[config.mk]
export PLATFORM = sky130hd
export DESIGN_NAME = sync_frame_reader
export DESIGN_NICKNAME = d
export VERILOG_FILES = /design/src/rtl/sync_frame_reader.sv
export SDC_FILE = /design/constraint.sdc
export NUM_CORES = 1
export LEC_CHECK = 0
export ABC_AREA = 1
export BUFFER_PORTS_ARGS = -buffer_cell sky130_fd_sc_hd__buf_4
export CORE_ASPECT_RATIO = 0.9
export CORE_MARGIN = 2
export CORE_UTILIZATION = 58
export CTS_CLUSTER_SIZE = 20
export DETAILED_ROUTE_END_ITERATION = 8
export PLACE_DENSITY = 0.79
export SKIP_LAST_GASP = 1
export SLEW_MARGIN = 20
export SYNTH_ARGS = -nofsm -noshare
export SYNTH_HDL_FRONTEND = slang
export SYNTH_SLANG_ARGS = --single-unit
[constraint.sdc]
create_clock -name clk -period 2.4 [get_ports clk]
set_clock_uncertainty 0.1 [all_clocks]
set_input_delay 0.12 -clock clk [delete_from_list [all_inputs] [get_ports clk]]
set_output_delay 0.12 -clock clk [all_outputs]
set_load 0.05 [all_outputs]
[src/rtl/sync_frame_reader.sv]
module sync_frame_reader #(
  parameter int NUM_DEV   = 4,
  parameter int DEV_W     = (NUM_DEV > 1) ? $clog2(NUM_DEV) : 1,
  parameter int WORD_W    = 16,
  parameter int NCH_MIN   = 2,
  parameter int NCH_MAX   = 4,
  parameter int SHORT_CYC = 120000,
  parameter int LONG_CYC  = 1200000,
  parameter int ERR_W     = 8
) (
  input  logic                        clk,
  input  logic                        rst_n,
  input  logic                        run,
  input  logic [DEV_W-1:0]            dev_sel,
  input  logic                        wide_mode,
  input  logic                        slow_filt,
  input  logic                        sdata_i,
  output logic [NUM_DEV-1:0]          en_o,
  output logic                        sclk_o,
  output logic                        frame_vld,
  output logic [DEV_W-1:0]            frame_dev,
  output logic [NCH_MAX*WORD_W-1:0]   frame_data,
  output logic                        sync_err,
  output logic [ERR_W-1:0]            err_cnt
);
  localparam int FW = NCH_MAX * WORD_W;
  localparam int TW = $clog2(LONG_CYC + 1);
  localparam int CW = $clog2(FW);

  typedef enum logic [2:0] {S_IDLE, S_ENUP, S_SYH, S_SYL, S_BH, S_BL, S_DROP} st_t;

  st_t                             st;
  logic [TW-1:0]                   tmr;
  logic [DEV_W-1:0]                dev_q;
  logic                            wide_q, slow_q, hi_ok, samp_h;
  logic [CW-1:0]                   bcnt;
  logic [FW-2:0]                   sh;
  logic [NCH_MAX-1:0][WORD_W-1:0]  ch_word, frame_q;

  logic            use_slow, tdone, bit_bad;
  logic [TW-1:0]   settle_ld;
  logic [FW-1:0]   sh_nx;
  logic [CW-1:0]   last_bit;

  assign use_slow  = (st == S_IDLE) ? slow_filt : slow_q;
  assign settle_ld = use_slow ? TW'(LONG_CYC - 1) : TW'(SHORT_CYC - 1);
  assign tdone     = (tmr == '0);
  assign sh_nx     = {sh, sdata_i};
  assign last_bit  = wide_q ? CW'(NCH_MAX * WORD_W - 1) : CW'(NCH_MIN * WORD_W - 1);
  assign bit_bad   = (sdata_i != samp_h);

  assign sclk_o     = (st == S_SYH) || (st == S_BH);
  assign en_o       = (st == S_IDLE || st == S_DROP) ? '0 : (NUM_DEV'(1) << dev_q);
  assign frame_dev  = dev_q;
  assign frame_data = frame_q;

  for (genvar k = 0; k < NCH_MAX; k++) begin : g_map
    if (k < NCH_MIN) begin : g_lo
      assign ch_word[k] = wide_q ? sh_nx[(NCH_MAX-1-k)*WORD_W +: WORD_W]
                                 : sh_nx[(NCH_MIN-1-k)*WORD_W +: WORD_W];
    end else begin : g_hi
      assign ch_word[k] = wide_q ? sh_nx[(NCH_MAX-1-k)*WORD_W +: WORD_W] : '0;
    end
  end

  always_ff @(posedge clk or negedge rst_n) begin
    if (!rst_n) begin
      st        <= S_IDLE;
      tmr       <= '0;
      dev_q     <= '0;
      wide_q    <= 1'b0;
      slow_q    <= 1'b0;
      hi_ok     <= 1'b0;
      samp_h    <= 1'b0;
      bcnt      <= '0;
      sh        <= '0;
      frame_q   <= '0;
      frame_vld <= 1'b0;
      sync_err  <= 1'b0;
      err_cnt   <= '0;
    end else begin
      frame_vld <= 1'b0;
      sync_err  <= 1'b0;
      if (st == S_IDLE) begin
        if (run) begin
          dev_q  <= dev_sel;
          wide_q <= wide_mode;
          slow_q <= slow_filt;
          tmr    <= settle_ld;
          st     <= S_ENUP;
        end
      end else if (!tdone) begin
        tmr <= tmr - 1'b1;
      end else begin
        tmr <= settle_ld;
        case (st)
          S_ENUP: st <= run ? S_SYH : S_DROP;
          S_SYH: begin
            hi_ok <= sdata_i;
            st    <= S_SYL;
          end
          S_SYL: begin
            if (hi_ok && !sdata_i) begin
              bcnt <= '0;
              st   <= S_BH;
            end else begin
              st <= run ? S_SYH : S_DROP;
            end
          end
          S_BH: begin
            samp_h <= sdata_i;
            st     <= S_BL;
          end
          S_BL: begin
            if (bit_bad) begin
              sync_err <= 1'b1;
              if (err_cnt != '1) err_cnt <= err_cnt + 1'b1;
              st <= S_DROP;
            end else begin
              sh   <= sh_nx[FW-2:0];
              bcnt <= bcnt + 1'b1;
              if (bcnt == last_bit) begin
                frame_vld <= 1'b1;
                frame_q   <= ch_word;
                st        <= run ? S_SYH : S_DROP;
              end else begin
                st <= S_BH;
              end
            end
          end
          S_DROP:  st <= run ? S_ENUP : S_IDLE;
          default: st <= S_IDLE;
        endcase
      end
    end
  end
endmodule

# --- Word-level counts from Yosys, hierarchy flattened ---
# Cells that the tools add are included.
# Widths: inputs -> output; s select.
totals:
  word_cells: 82
  input_bits: 8
  out_inout_bits: 81
  register_bits: 173
op_classes:
  n_eq_ne: 12
  n_addsub: 3
  n_reduce_logical: 16
  n_bitwise: 2
  shift: 1
  n_mux: 32
op_table:
  columns: ["cell", "n"]
  rows:
  - ["$mux 21", 4]
  - ["$mux 16", 4]
  - ["$logic_not 21->1", 1]
  - ["$mux 3", 7]
  - ["$sub 21x1->21 const B", 1]
  - ["$mux 6", 3]
  - ["$pmux 3 s6", 1]
  - ["$reduce_and 5->1", 3]
  - ["$pmux 6 s2", 1]
  - ["$mux 1", 11]
  - ["$eq 3x3->1 const B", 3]
  - ["$add 8x1->8 const B", 1]
  - ["$ne 8x8->1 const B", 1]
  - ["$add 6x1->6 const B", 1]
  - ["$eq 3x2->1 const B", 2]
  - ["$eq 6x6->1", 1]
  - ["$ne 2x2->1 const B", 3]
  - ["$reduce_and 3->1", 2]
  - ["$mux 4", 1]
  - ["$reduce_and 2->1", 2]
  - ["$reduce_and 4->1", 1]
  - ["$reduce_bool 2->1", 2]
  - ["$shl 1x2->4 const A", 1]
  - ["$eq 3x1->1 const B", 1]
  - ["6 further kinds", 8]

# --- Logic depth before layout (Yosys ltp) ---
# Gate-level depths: netlist (run 1).
logic_depth:
  ltp_word: 7
  depth_mapped: 13

# --- Worst setup path after synthesis (run 1) ---
# OpenSTA, ideal clock, no wires.
synth_path:
  path_kind: "flip-flop to output port"
  startpoint: "register st[0]"
  endpoint: "output port en_o[0]"
  n_path_buf: 1
  slack_ns: 0.266
  t_required_ns: 2.180
  stages_incl_launch_ff: 6
  arrival_ns: 1.914
  cell_sequence: "dfrtp_1 clkbuf_2 nor2_1 nand2_1 o21ai_0 nor3_1"
synth_between:
  elab_chain_len: 3
  word_cells_on_any_way: 4
  classes_between: "eq/ne: 1; mux: 1; reduce/logical: 2"
synth_lines:
  columns: ["element", "line_no", "rtl"]
  rows:
  - ["start: declaration", "32", "st_t st;"]
  - ["start signal: assignment", "97", "S_ENUP: st <= run ? S_SYH : S_DROP;"]
  - ["start signal: assignment", "107", "st <= run ? S_SYH : S_DROP;"]
  - ["start signal: assignment", "125", "st <= run ? S_SYH : S_DROP;"]
  - ["$eq 3x3->1 or $logic_not 3->1 (tied branches)", "53", "assign en_o = (st == S_IDLE || st == S_DROP) ? '0 : (NUM_DEV'(1) << dev_q);"]
  - ["$logic_or 1x1->1 *", "53", null]
  - ["$mux 4 *", "53", null]
  - ["end: declaration", "18", "output logic [NUM_DEV-1:0] en_o,"]
# Every way passes the cells marked *; elsewhere a longest branch is shown, timed or not.

# --- Worst setup path in the final report (run 1) ---
layout_path:
  startpoint: "register tmr[0]"
  endpoint: "register frame_q (netlist bit frame_data[50])"
layout_between:
  elab_chain_len: 2
layout_lines:
  columns: ["element", "line_no", "rtl"]
  rows:
  - ["start: declaration", "33", "logic [TW-1:0] tmr;"]
  - ["start signal: assignment", "89", "tmr <= settle_ld;"]
  - ["start signal: assignment", "93", "tmr <= tmr - 1'b1;"]
  - ["start signal: assignment", "95", "tmr <= settle_ld;"]
  - ["$logic_not 21->1", "47", "assign tdone = (tmr == '0);"]
  - ["$reduce_and 5->1 (no source line)", null, null]
  - ["end signal: assignment", "124", "frame_q <= ch_word;"]
  - ["end: declaration", "38", "logic [NCH_MAX-1:0][WORD_W-1:0] ch_word, frame_q;"]
# No other way between the ends.
# A chain may end at the register's enable or synchronous reset.

==> results.sh, run 1 <==
export IMPL_status="finished clean"
export IMPL_start_util=0.5908
export IMPL_drt_wl_total_um=17330
export IMPL_period_share=0.9093
export IMPL_drt_iter0_markers=499
export IMPL_routedWlPerCell_um=14.20
export IMPL_worst_pin_slew_ns=0.7370
export IMPL_setup_ws_ns=0.2176
export IMPL_synth_cell_types=32
export IMPL_drv_cap=0
export IMPL_ys_flop_type="dfrtp_1"
export IMPL_viasPerCell=5.294
export IMPL_nFillCells=1031
export IMPL_ant_nets=0
export IMPL_yosys_top_cells_count="nand2_1 (337), dfrtp_1 (173), nor2_1 (72), inv_1 (68), o21ai_0 (64)"
export IMPL_min_delay_path_class="input pin to asynchronous set/reset pin"
export IMPL_htreeDepth=4
export IMPL_critPathRequiredTime_ns=2.64
export IMPL_drc=0
export IMPL_clock_sinks=173
export IMPL_setup_violations=0
export IMPL_grt_use_total=0.2519
export IMPL_slew_limit_headroom=0.5054
export IMPL_placed_area_um2=8700
export IMPL_ys_seq_area_frac=0.5504
export IMPL_clock_root_buffer="clkbuf_16"
export IMPL_antenna_found_initial=0
export IMPL_synthArstFlopShare=1.000
export IMPL_timing_final_crit_period_ns=2.182
export IMPL_worstPathArrival_ns=2.42
export IMPL_yosysTopAreaCellShare=0.5504
export IMPL_final_max_slew_viol_count=0
export IMPL_clock_latency_ns=0.43
export IMPL_grt_pass1_wl_um=29170
export IMPL_timing_fmax_ghz=0.4582
export IMPL_ios=89
export IMPL_core_um2=13310
export IMPL_syn_area_um2=7865
export IMPL_path_max_fanout=15
export IMPL_cp_start_kind="flip-flop"
export IMPL_placementRows=40
export IMPL_cts_tree="built"
export IMPL_die_y_um=114.5
export IMPL_synth_cells=944
export IMPL_gp_congestion=0.9351
export IMPL_irDropWorstVdd_mv=0.4986
export IMPL_synth_most_common_cell="nand2_1"
export IMPL_hold_viol=0
export IMPL_cts_made_buffers=17
export IMPL_critical_path_class="flip-flop to flip-flop"
export IMPL_yosysWarnings=0
export IMPL_seqCellArea_um2=4330
export IMPL_grt_overflow_total=0
export IMPL_num_vias=6459
export IMPL_area_delta_synth_final_pct=19.31
export IMPL_port_buffers=88
export IMPL_leakage_uw=0.004778
export IMPL_nets=1052
export IMPL_end_kind="flip-flop"
export IMPL_grt_max_degree=64
export IMPL_clkTransAtPathRegs_ns=0.06
export IMPL_synth_nets=956
export IMPL_multi_input_area_um2=3039
export IMPL_fp_dieW_um=126.8
export IMPL_synthTopCellsByArea="dfrtp_1 (55%), nand2_1 (16%), o21ai_0 (4.1%)"
export IMPL_grt_pass1_vias=6055
export IMPL_power_density_nw_per_um2=664.8
export IMPL_clockBufferDepth=2
export IMPL_die_area_um2=14510
export IMPL_diodes=0
export IMPL_firstDrtPassIters=7
export IMPL_hpwlAfterDp_um=11490
export IMPL_drive_gt1_frac=0.1483
export IMPL_synth_edf_count=0
export IMPL_final_area_um2=9384
export IMPL_synth_area_per_cell_um2=8.332
export IMPL_pre_cts_slack_ns=0.1697
export IMPL_ys_seq_elements=173
export IMPL_synth_top_cell_by_area="dfrtp_1"
==> power by group <==
group          switching [µW]  leakage (µW)  internal [µW]  total, µW
clock network            1120      0.000285           1720       2840
logic                     225       0.00221            115        340
registers                81.0       0.00228           2980       3060
total                    1430       0.00478           4810       6240
==> logic make-up (layout without fill, tap and decap cells) <==
group                      after synthesis  after routing  share of synthesized area
xor gates and xnor gates                16             16                    0.01782
and+or+nand+nor                        492            492                     0.2537
adders and majority gates                4              4                   0.006364
buffers and inverters                  108            216                    0.06316
AOI/OAI and AO/OA                      135            135                    0.08797
muxes                                   16             16                    0.02052
DFF                                    173            173                     0.5504
==> final timing paths <==
check                                                start                         end  slack [ns]  cells past startpoint
worst max register to register          tmr[0]$_DFFE_PN0P_  frame_data[50]$_DFFE_PN0P_        0.22                     11
max in group asynchronous                            rst_n  frame_data[36]$_DFFE_PN0P_        1.39                      3
worst min register to register  frame_data[40]$_DFFE_PN0P_  frame_data[40]$_DFFE_PN0P_        0.38                      2
min in group clk                frame_data[40]$_DFFE_PN0P_  frame_data[40]$_DFFE_PN0P_        0.38                      2
worst max-delay path                    tmr[0]$_DFFE_PN0P_  frame_data[50]$_DFFE_PN0P_        0.22                     11
worst min-delay path                                 rst_n         bcnt[1]$_DFFE_PN0P_        0.15                      2
==> timing repair <==
item	4_1_cts	5_1_grt
endpoints found under the setup margin	0	50
gates resized for setup	0	4
hold endpoints to repair	69	0
hold buffers	7	0
buffers inserted	0	0
==> critical path, stage by stage, from the launching register on <==
cell,delay (ns)
dfrtp_1,0.40
inv_1,0.11
ha_1,0.19
nand3_1,0.08
nor2_1,0.16
nand2_1,0.13
nor2_4,0.12
nand2_2,0.11
nor2_4,0.21
buf_4,0.25
nand2_1,0.09
o21ai_0,0.16
==> per-layer routing <==
layer | routed length, µm | track usage | up-vias
met3 | 818 | 0.06075 | 28
met2 | 8055 | 0.3874 | 183
met1 | 8225 | 0.3611 | 3049
met4 | 228 | 0.07546 | 0
met5 | 0 | 0 | -
li1 | - | - | 3199
==> state kept, by name, indices dropped and copies added (netlist names) <==
register,count
slow_q,1
frame_data,64
st,3
err_cnt,8
wide_q,1
samp_h,1
frame_dev,2
sh,63
bcnt,6
tmr,21
sync_err,1
frame_vld,1
hi_ok,1
==> cells in the final DEF, fill, tap and decap left out, types with 4 or more instances in the layout <==
master           n
nand2_1        337
dfrtp_1        172
buf_4          100
nor2_1          72
inv_1           68
o21ai_0         63
nand3_1         54
o21ai_1         37
a21oi_1         29
clkbuf_16       17
mux2i_1         15
nor3_1          12
xor2_1          12
dlygate4sd3_1    7
nor2_2           4
nor2_4           4
xnor2_1          4
ha_1             4
clkinvlp_4       4
buf_12           4
==> final cells by class <==
type | count | share of cell area
sequential | 173 | 0.4615
inverter | 72 | 0.02907
multi-input combinational | 663 | 0.3239
clock inverter | 9 | 0.01427
clock buffer | 22 | 0.05053
tap | 168 | 0.02240
timing repair buffer | 113 | 0.09840
==> metrics by stage <==
step / setup TNS, ns / instances / power, µW / hold slack, ns / utilization
after floorplan: 0 / 944 / 3296 / -0.2756 / -
after global placement: 0 / 1182 / 3431 / 0.04963 / 0.6535
after detailed placement: 0 / 1182 / 3441 / 0.04187 / 0.6535
after CTS: 0 / 1220 / 6263 / 0.1603 / 0.7044
after global routing: -0.001691 / 1220 / 6460 / 0.1944 / 0.7049
final: 0 / 1220 / 6238 / 0.1455 / 0.7049
Note: power is estimated with default switching activity, not from simulation.
==> run 2: changes to the inputs <==
--- a/config.mk
+++ b/config.mk
@@ -6,12 +6,11 @@
 export NUM_CORES = 1
 export LEC_CHECK = 0
-export ABC_AREA = 1
 export BUFFER_PORTS_ARGS = -buffer_cell sky130_fd_sc_hd__buf_4
 export CORE_ASPECT_RATIO = 0.9
 export CORE_MARGIN = 2
-export CORE_UTILIZATION = 58
+export CORE_UTILIZATION = 59
 export CTS_CLUSTER_SIZE = 20
 export DETAILED_ROUTE_END_ITERATION = 8
-export PLACE_DENSITY = 0.79
+export PLACE_DENSITY = 0.8
 export SKIP_LAST_GASP = 1
 export SLEW_MARGIN = 20
==> constraint.sdc (replaced) <==
create_clock -name clk -period 2.4 [get_ports clk]
set_clock_uncertainty 0.1 [all_clocks]
set_input_delay 0.24 -clock clk [delete_from_list [all_inputs] [get_ports clk]]
set_output_delay 0.24 -clock clk [all_outputs]
set_load 0.05 [all_outputs]
==> results.sh, run 2 <==
export IMPL_status="finished clean"
export IMPL_ios=89
export IMPL_setup_violations=0
export IMPL_rrSetupSlack_ns=0.07
export IMPL_critPathLaunch="tmr[13]$_DFFE_PN0P_"
export IMPL_port_buffers=88
export IMPL_hold_viol=0
export IMPL_fp_dieW_um=127.6
export IMPL_syn_area_um2=8112
export IMPL_synth_top_cell_by_area="dfrtp_1"
export IMPL_num_vias=5801
export IMPL_power_density_nw_per_um2=584.1
export IMPL_nets=823
export IMPL_routedWlPerCell_um=17.36
export IMPL_critical_path_class="flip-flop to flip-flop"
export IMPL_clock_sinks=173
export IMPL_rsz0062_at_grt="true"
export IMPL_min_path_cells=3
export IMPL_grt_overflow_total=0
export IMPL_grt_max_degree=66
export IMPL_end_kind="flip-flop"
export IMPL_path_max_fanout=8
export IMPL_yosysTopAreaCellShare=0.5337
export IMPL_synth_most_common_cell="dfrtp_1"
export IMPL_grt_pass1_wl_um=28060
export IMPL_yosysWarnings=0
export IMPL_critPathRequiredTime_ns=2.61
export IMPL_clock_latency_ns=0.44
export IMPL_reg2regPathDepth=6
export IMPL_gp_congestion=0.8774
export IMPL_timing_fmax_ghz=0.4296
export IMPL_slowest_delay_ns=0.47
export IMPL_synth_nets=708
export IMPL_hold_path_end="frame_data[48]$_DFFE_PN0P_"
export IMPL_layout_commonest_cell="dfrtp_1"
export IMPL_yosys_top_cells_count="dfrtp_1 (173), nor2_1 (54), mux2_4 (50), a21oi_1 (44), inv_1 (41)"
export IMPL_ys_seq_area_frac=0.5337
export IMPL_largest_reg_flops=64
export IMPL_irDropWorstVdd_mv=0.5646
export IMPL_synthTopCellsByArea="dfrtp_1 (53%), mux2_4 (9.3%), mux2i_1 (4.1%)"
export IMPL_cts_made_buffers=17
export IMPL_synth_cell_types=63
export IMPL_hpwlAfterDp_um=11200
export IMPL_cp_start_kind="flip-flop"
export IMPL_area_delta_synth_final_pct=20.38
export IMPL_ys_flop_type="dfrtp_1"
export IMPL_period_share=0.9699
export IMPL_cts_tree="built"
export IMPL_drt_wl_total_um=17230
export IMPL_hp_start="sdata_i"
export IMPL_cpLargestDelayFamily="simple AND/OR/NAND/NOR gates"
export IMPL_drc=0
export IMPL_layout_common_cells="dfrtp_1 (171), buf_4 (121), nor2_1 (54)"
export IMPL_grt_use_total=0.2429
export IMPL_synth_edf_count=0
export IMPL_synth_cells=696
export IMPL_die_area_um2=14700
export IMPL_placementRows=40
export IMPL_synthArstFlopShare=1.000
export IMPL_drv_cap=0
export IMPL_drt_iter0_markers=546
export IMPL_timing_critical_path_cells="nor4_4 > nand4b_4 > buf_4 > nor4_4 > buf_4 > mux2_1"
export IMPL_grt_pass1_vias=5563
export IMPL_die_y_um=115.2
export IMPL_diodes=0
export IMPL_finalHoldWorstSlack_ns=0.03748
export IMPL_setup_ws_ns=0.07218
export IMPL_viasPerCell=5.848
export IMPL_crit_slowest_cell="dfrtp_2"
export IMPL_antenna_found_initial=0
export IMPL_firstDrtPassIters=5
export IMPL_clockBufferDepth=2
export IMPL_min_delay_path_class="input pin to flip-flop"
export IMPL_crit_buf_inv=2
export IMPL_slew_limit_headroom=0.3957
export IMPL_worst_pin_slew_ns=0.9065
export IMPL_timing_final_crit_period_ns=2.328
export IMPL_core_um2=13410
export IMPL_ys_seq_elements=173
export IMPL_total_power_uw=5703
export IMPL_leakage_uw=0.004641
export IMPL_r2r_start="tmr[13]$_DFFE_PN0P_"
export IMPL_drive_gt1_frac=0.2937
export IMPL_worstPathArrival_ns=2.54
export IMPL_htreeDepth=4
export IMPL_clkTransAtPathRegs_ns=0.07
export IMPL_clock_root_buffer="clkbuf_16"
export IMPL_synth_area_per_cell_um2=11.65
export IMPL_pre_cts_slack_ns=0.08006
export IMPL_start_util=0.6048
export IMPL_final_max_slew_viol_count=0
export IMPL_ant_nets=0
export IMPL_r2r_end="err_cnt[1]$_DFFE_PN0P_"
[run 2: changes by cell type after synthesis, moves of 13 or more]
| cell | delta |
|---|---|
| a21oi_1 | +15 |
| inv_1 | -27 |
| mux2_1 | +13 |
| mux2_4 | +50 |
| mux2i_1 | +18 |
| nand2_1 | -323 |
| nand3_1 | -16 |
| nor2_1 | -18 |
| o21ai_0 | -35 |
[run 2: metrics by stage]
| step | setup TNS (ns) | area (µm²) | utilization | std cells |
|---|---|---|---|---|
| floorplan | 0 | 8112 | - | 696 |
| global placement | 0 | 9069 | 0.6761 | 945 |
| detailed placement | 0 | 9069 | 0.6761 | 945 |
| CTS | 0 | 9661 | 0.7202 | 982 |
| global route | -0.02574 | 9764 | 0.7280 | 992 |
| finish | 0 | 9764 | 0.7280 | 992 |
[run 2: kinds of logic after synthesis]
| family | Yosys count | synth area share |
|---|---|---|
| compound gates | 149 | 0.1086 |
| xor+xnor | 12 | 0.01296 |
| fa+ha+maj | 4 | 0.006170 |
| buf+inv | 82 | 0.05430 |
| flops | 173 | 0.5337 |
| mux | 103 | 0.1610 |
| simple gates | 173 | 0.1232 |
[run 2: worst max path at each step]
stage | to | slack (ns) | cells after the start
after floorplan | en_o[0] | 0.08 | 5
after global placement | bcnt[5]$_DFFE_PN0P_ | 0.07 | 6
after detailed placement | bcnt[5]$_DFFE_PN0P_ | 0.08 | 6
after CTS | frame_data[35]$_DFFE_PN0P_ | 0.07 | 7
after global routing | frame_data[46]$_DFFE_PN0P_ | -0.02 | 7
final | err_cnt[1]$_DFFE_PN0P_ | 0.07 | 6
[run 2: what timing repair did]
action / 4_1_cts / 5_1_grt
setup buffers: 0 / 9
hold buffers: 5 / 0
gates cloned: 0 / 1
resized for setup: 1 / 3
endpoints found under the setup margin: 1 / 24
pin swaps: 0 / 4
endpoints found under the hold margin: 52 / 0
[run 2: layout make-up]
cell class	instances	area, µm²
flip-flops and latches	173	4332
clock inverters	12	83.83
repair buffers	137	1175
multi-input cells	441	3353
inverters	41	153.9
clock buffers	20	456.7
well taps	168	210.2
fillers	882	3649
[run 2: worst min-delay path, delay by kind of cell]
family | cells | cell delay [ns]
compound gates | 1 | 0.06
buf+inv | 1 | 0.16
simple gates | 1 | 0.07
[run 2: report_power, final]
group	switching (µW)	internal (µW)
clock	1160	1380
sequential	24.8	2930
combinational	138	67.0
[run 2: layer usage]
metal / GRT usage / share of wire
met1: 0.3430 / 0.47
met2: 0.3715 / 0.47
met3: 0.06049 / 0.043
met4: 0.08571 / 0.017
met5: 0 / 0
==> run 3: changes to the inputs <==
- BUFFER_PORTS_ARGS: -buffer_cell sky130_fd_sc_hd__buf_4 -> -buffer_cell sky130_fd_sc_hd__buf_2
==> results.sh, run 3 (synthesized netlist as in run 2, its figures left out) <==
export IMPL_layout_common_cells="dfrtp_1 (172), buf_2 (87), nor2_1 (54)"
export IMPL_leakage_uw=0.004636
export IMPL_total_power_uw=6108
export IMPL_cp_start_kind="flip-flop"
export IMPL_intPower_uw=4782
export IMPL_grt_max_degree=70
export IMPL_cts_made_buffers=17
export IMPL_p_sw_uw=1326
export IMPL_grt_use_total=0.2523
export IMPL_power_density_nw_per_um2=633.1
export IMPL_die_area_um2=14700
export IMPL_diodes=0
export IMPL_timing_fmax_ghz=0.4374
export IMPL_clockBufferDepth=2
export IMPL_critical_path_class="flip-flop to flip-flop"
export IMPL_ios=89
export IMPL_clock_root_buffer="clkbuf_16"
export IMPL_stdcell_count=994
export IMPL_setup_ws_ns=0.1140
export IMPL_clock_latency_ns=0.43
export IMPL_fp_dieW_um=127.6
export IMPL_area_delta_synth_final_pct=18.93
export IMPL_end_kind="flip-flop"
export IMPL_nets=825
export IMPL_grt_pass1_vias=5641
export IMPL_htreeDepth=4
export IMPL_nFillCells=947
export IMPL_critPathRequiredTime_ns=2.65
export IMPL_ant_nets=0
export IMPL_core_um2=13410
export IMPL_routedWlPerCell_um=17.70
export IMPL_period_share=0.9525
export IMPL_die_y_um=115.2
export IMPL_drt_iter0_markers=551
export IMPL_antenna_found_initial=0
export IMPL_clkTransAtPathRegs_ns=0.07
export IMPL_clkPwrFrac=0.483
export IMPL_p_seq_frac=0.483
export IMPL_crit_slowest_cell="dfrtp_1"
export IMPL_hold_viol=0
export IMPL_timing_final_crit_period_ns=2.286
export IMPL_utilization=0.7192
export IMPL_grt_overflow_total=0
export IMPL_firstDrtPassIters=5
export IMPL_final_max_slew_viol_count=0
export IMPL_viasPerCell=5.836
export IMPL_comb_power_share=0.033
export IMPL_path_max_fanout=42
export IMPL_worst_pin_slew_ns=0.9096
export IMPL_drt_wl_total_um=17600
export IMPL_status="finished clean"
export IMPL_drv_cap=0
export IMPL_layout_commonest_cell="dfrtp_1"
export IMPL_swShare=0.2171
export IMPL_slew_limit_headroom=0.3936
export IMPL_start_util=0.6048
export IMPL_clock_sinks=173
export IMPL_setup_violations=0
export IMPL_pre_cts_slack_ns=0.04202
export IMPL_timing_critical_path_cells="ha_1 > and3_1 > nand4_1 > nor4_4 > buf_12 > buf_12 > nand3_1 > o21ai_1"
export IMPL_grt_pass1_wl_um=29170
export IMPL_cpMostUsedCell="buf_12"
export IMPL_num_vias=5801
export IMPL_hpwlAfterDp_um=11320
export IMPL_cts_tree="built"
export IMPL_drc=0
export IMPL_largest_reg_flops=64
export IMPL_port_buffers=88
export IMPL_min_delay_path_class="input pin to flip-flop"
export IMPL_drive_gt1_frac=0.2930
export IMPL_dp_cells=948
export IMPL_irDropWorstVdd_mv=0.5277
export IMPL_tns_ns=0
export IMPL_worstPathArrival_ns=2.53
export IMPL_slowest_delay_ns=0.37
export IMPL_placementRows=40
export IMPL_gp_congestion=0.8803
==> run 3: per-layer routing <==
metal	routed length, µm	GRT usage	up-vias
met2	8427	0.4071	177
met5	0	0	-
met3	782	0.04607	22
li1	-	-	2712
met1	8136	0.3540	2890
met4	250	0.07619	0
==> run 3: critical path: cells and delay by family, from the launching register on <==
| family | cells | cell delay [ns] |
|---|---|---|
| AO/OA/AOI/OAI | 1 | 0.16 |
| buffers and inverters | 2 | 0.42 |
| adder cells (fa/ha/maj) | 1 | 0.22 |
| flip-flops | 1 | 0.37 |
| AND/OR/NAND/NOR | 4 | 0.92 |
==> run 3: area by class of cell <==
class	count	area (µm²)	share of cell area
Multi-Input combinational cell	441	3344	0.3467
Tap cell	168	210.2	0.02179
Clock buffer	20	446.7	0.04630
Sequential cell	173	4330	0.4489
Timing Repair Buffer	139	977.2	0.1013
Inverter	41	153.9	0.01595
Clock inverter	12	183.9	0.01907
==> run 3: power groups by stage <==
stage / sequential [µW] / clock (µW) / combinational [µW]
after global placement: 3000 / 0 / 196
final: 2950 / 2950 / 204
after global routing: 2950 / 3110 / 226
after floorplan: 3010 / 0 / 89.1
after detailed placement: 3010 / 0 / 202
after CTS: 2950 / 3000 / 208
==> run 3: stage by stage <==
step	instance area [µm²]	hold slack, ns
final	9647	0.03951
after global routing	9647	0.04186
after CTS	9544	0.02308
after detailed placement	8874	0.09547
after global placement	8874	0.08739
after floorplan	8112	-0.1556
==> run 3: worst paths after layout <==
path / from / endpoint / slack, ns / cells after the start
max reg2reg: bcnt[0]$_DFFE_PN0P_ / frame_data[37]$_DFFE_PN0P_ / 0.11 / 8
max: bcnt[0]$_DFFE_PN0P_ / frame_data[37]$_DFFE_PN0P_ / 0.11 / 8
max in group asynchronous: rst_n / wide_q$_DFFE_PN0P_ / 1.27 / 3
min reg2reg: err_cnt[7]$_DFFE_PN0P_ / err_cnt[7]$_DFFE_PN0P_ / 0.39 / 1
min: slow_filt / slow_q$_DFFE_PN0P_ / 0.04 / 2
min in group asynchronous: rst_n / frame_data[5]$_DFFE_PN0P_ / 0.20 / 2
==> run 3: repair_timing <==
item / 4_1_cts / 5_1_grt
endpoints found under the setup margin: 0 / 120
buffers inserted: 0 / 9
hold buffers: 4 / 0
gates resized for setup: 0 / 3
endpoints found under the hold margin: 47 / 0
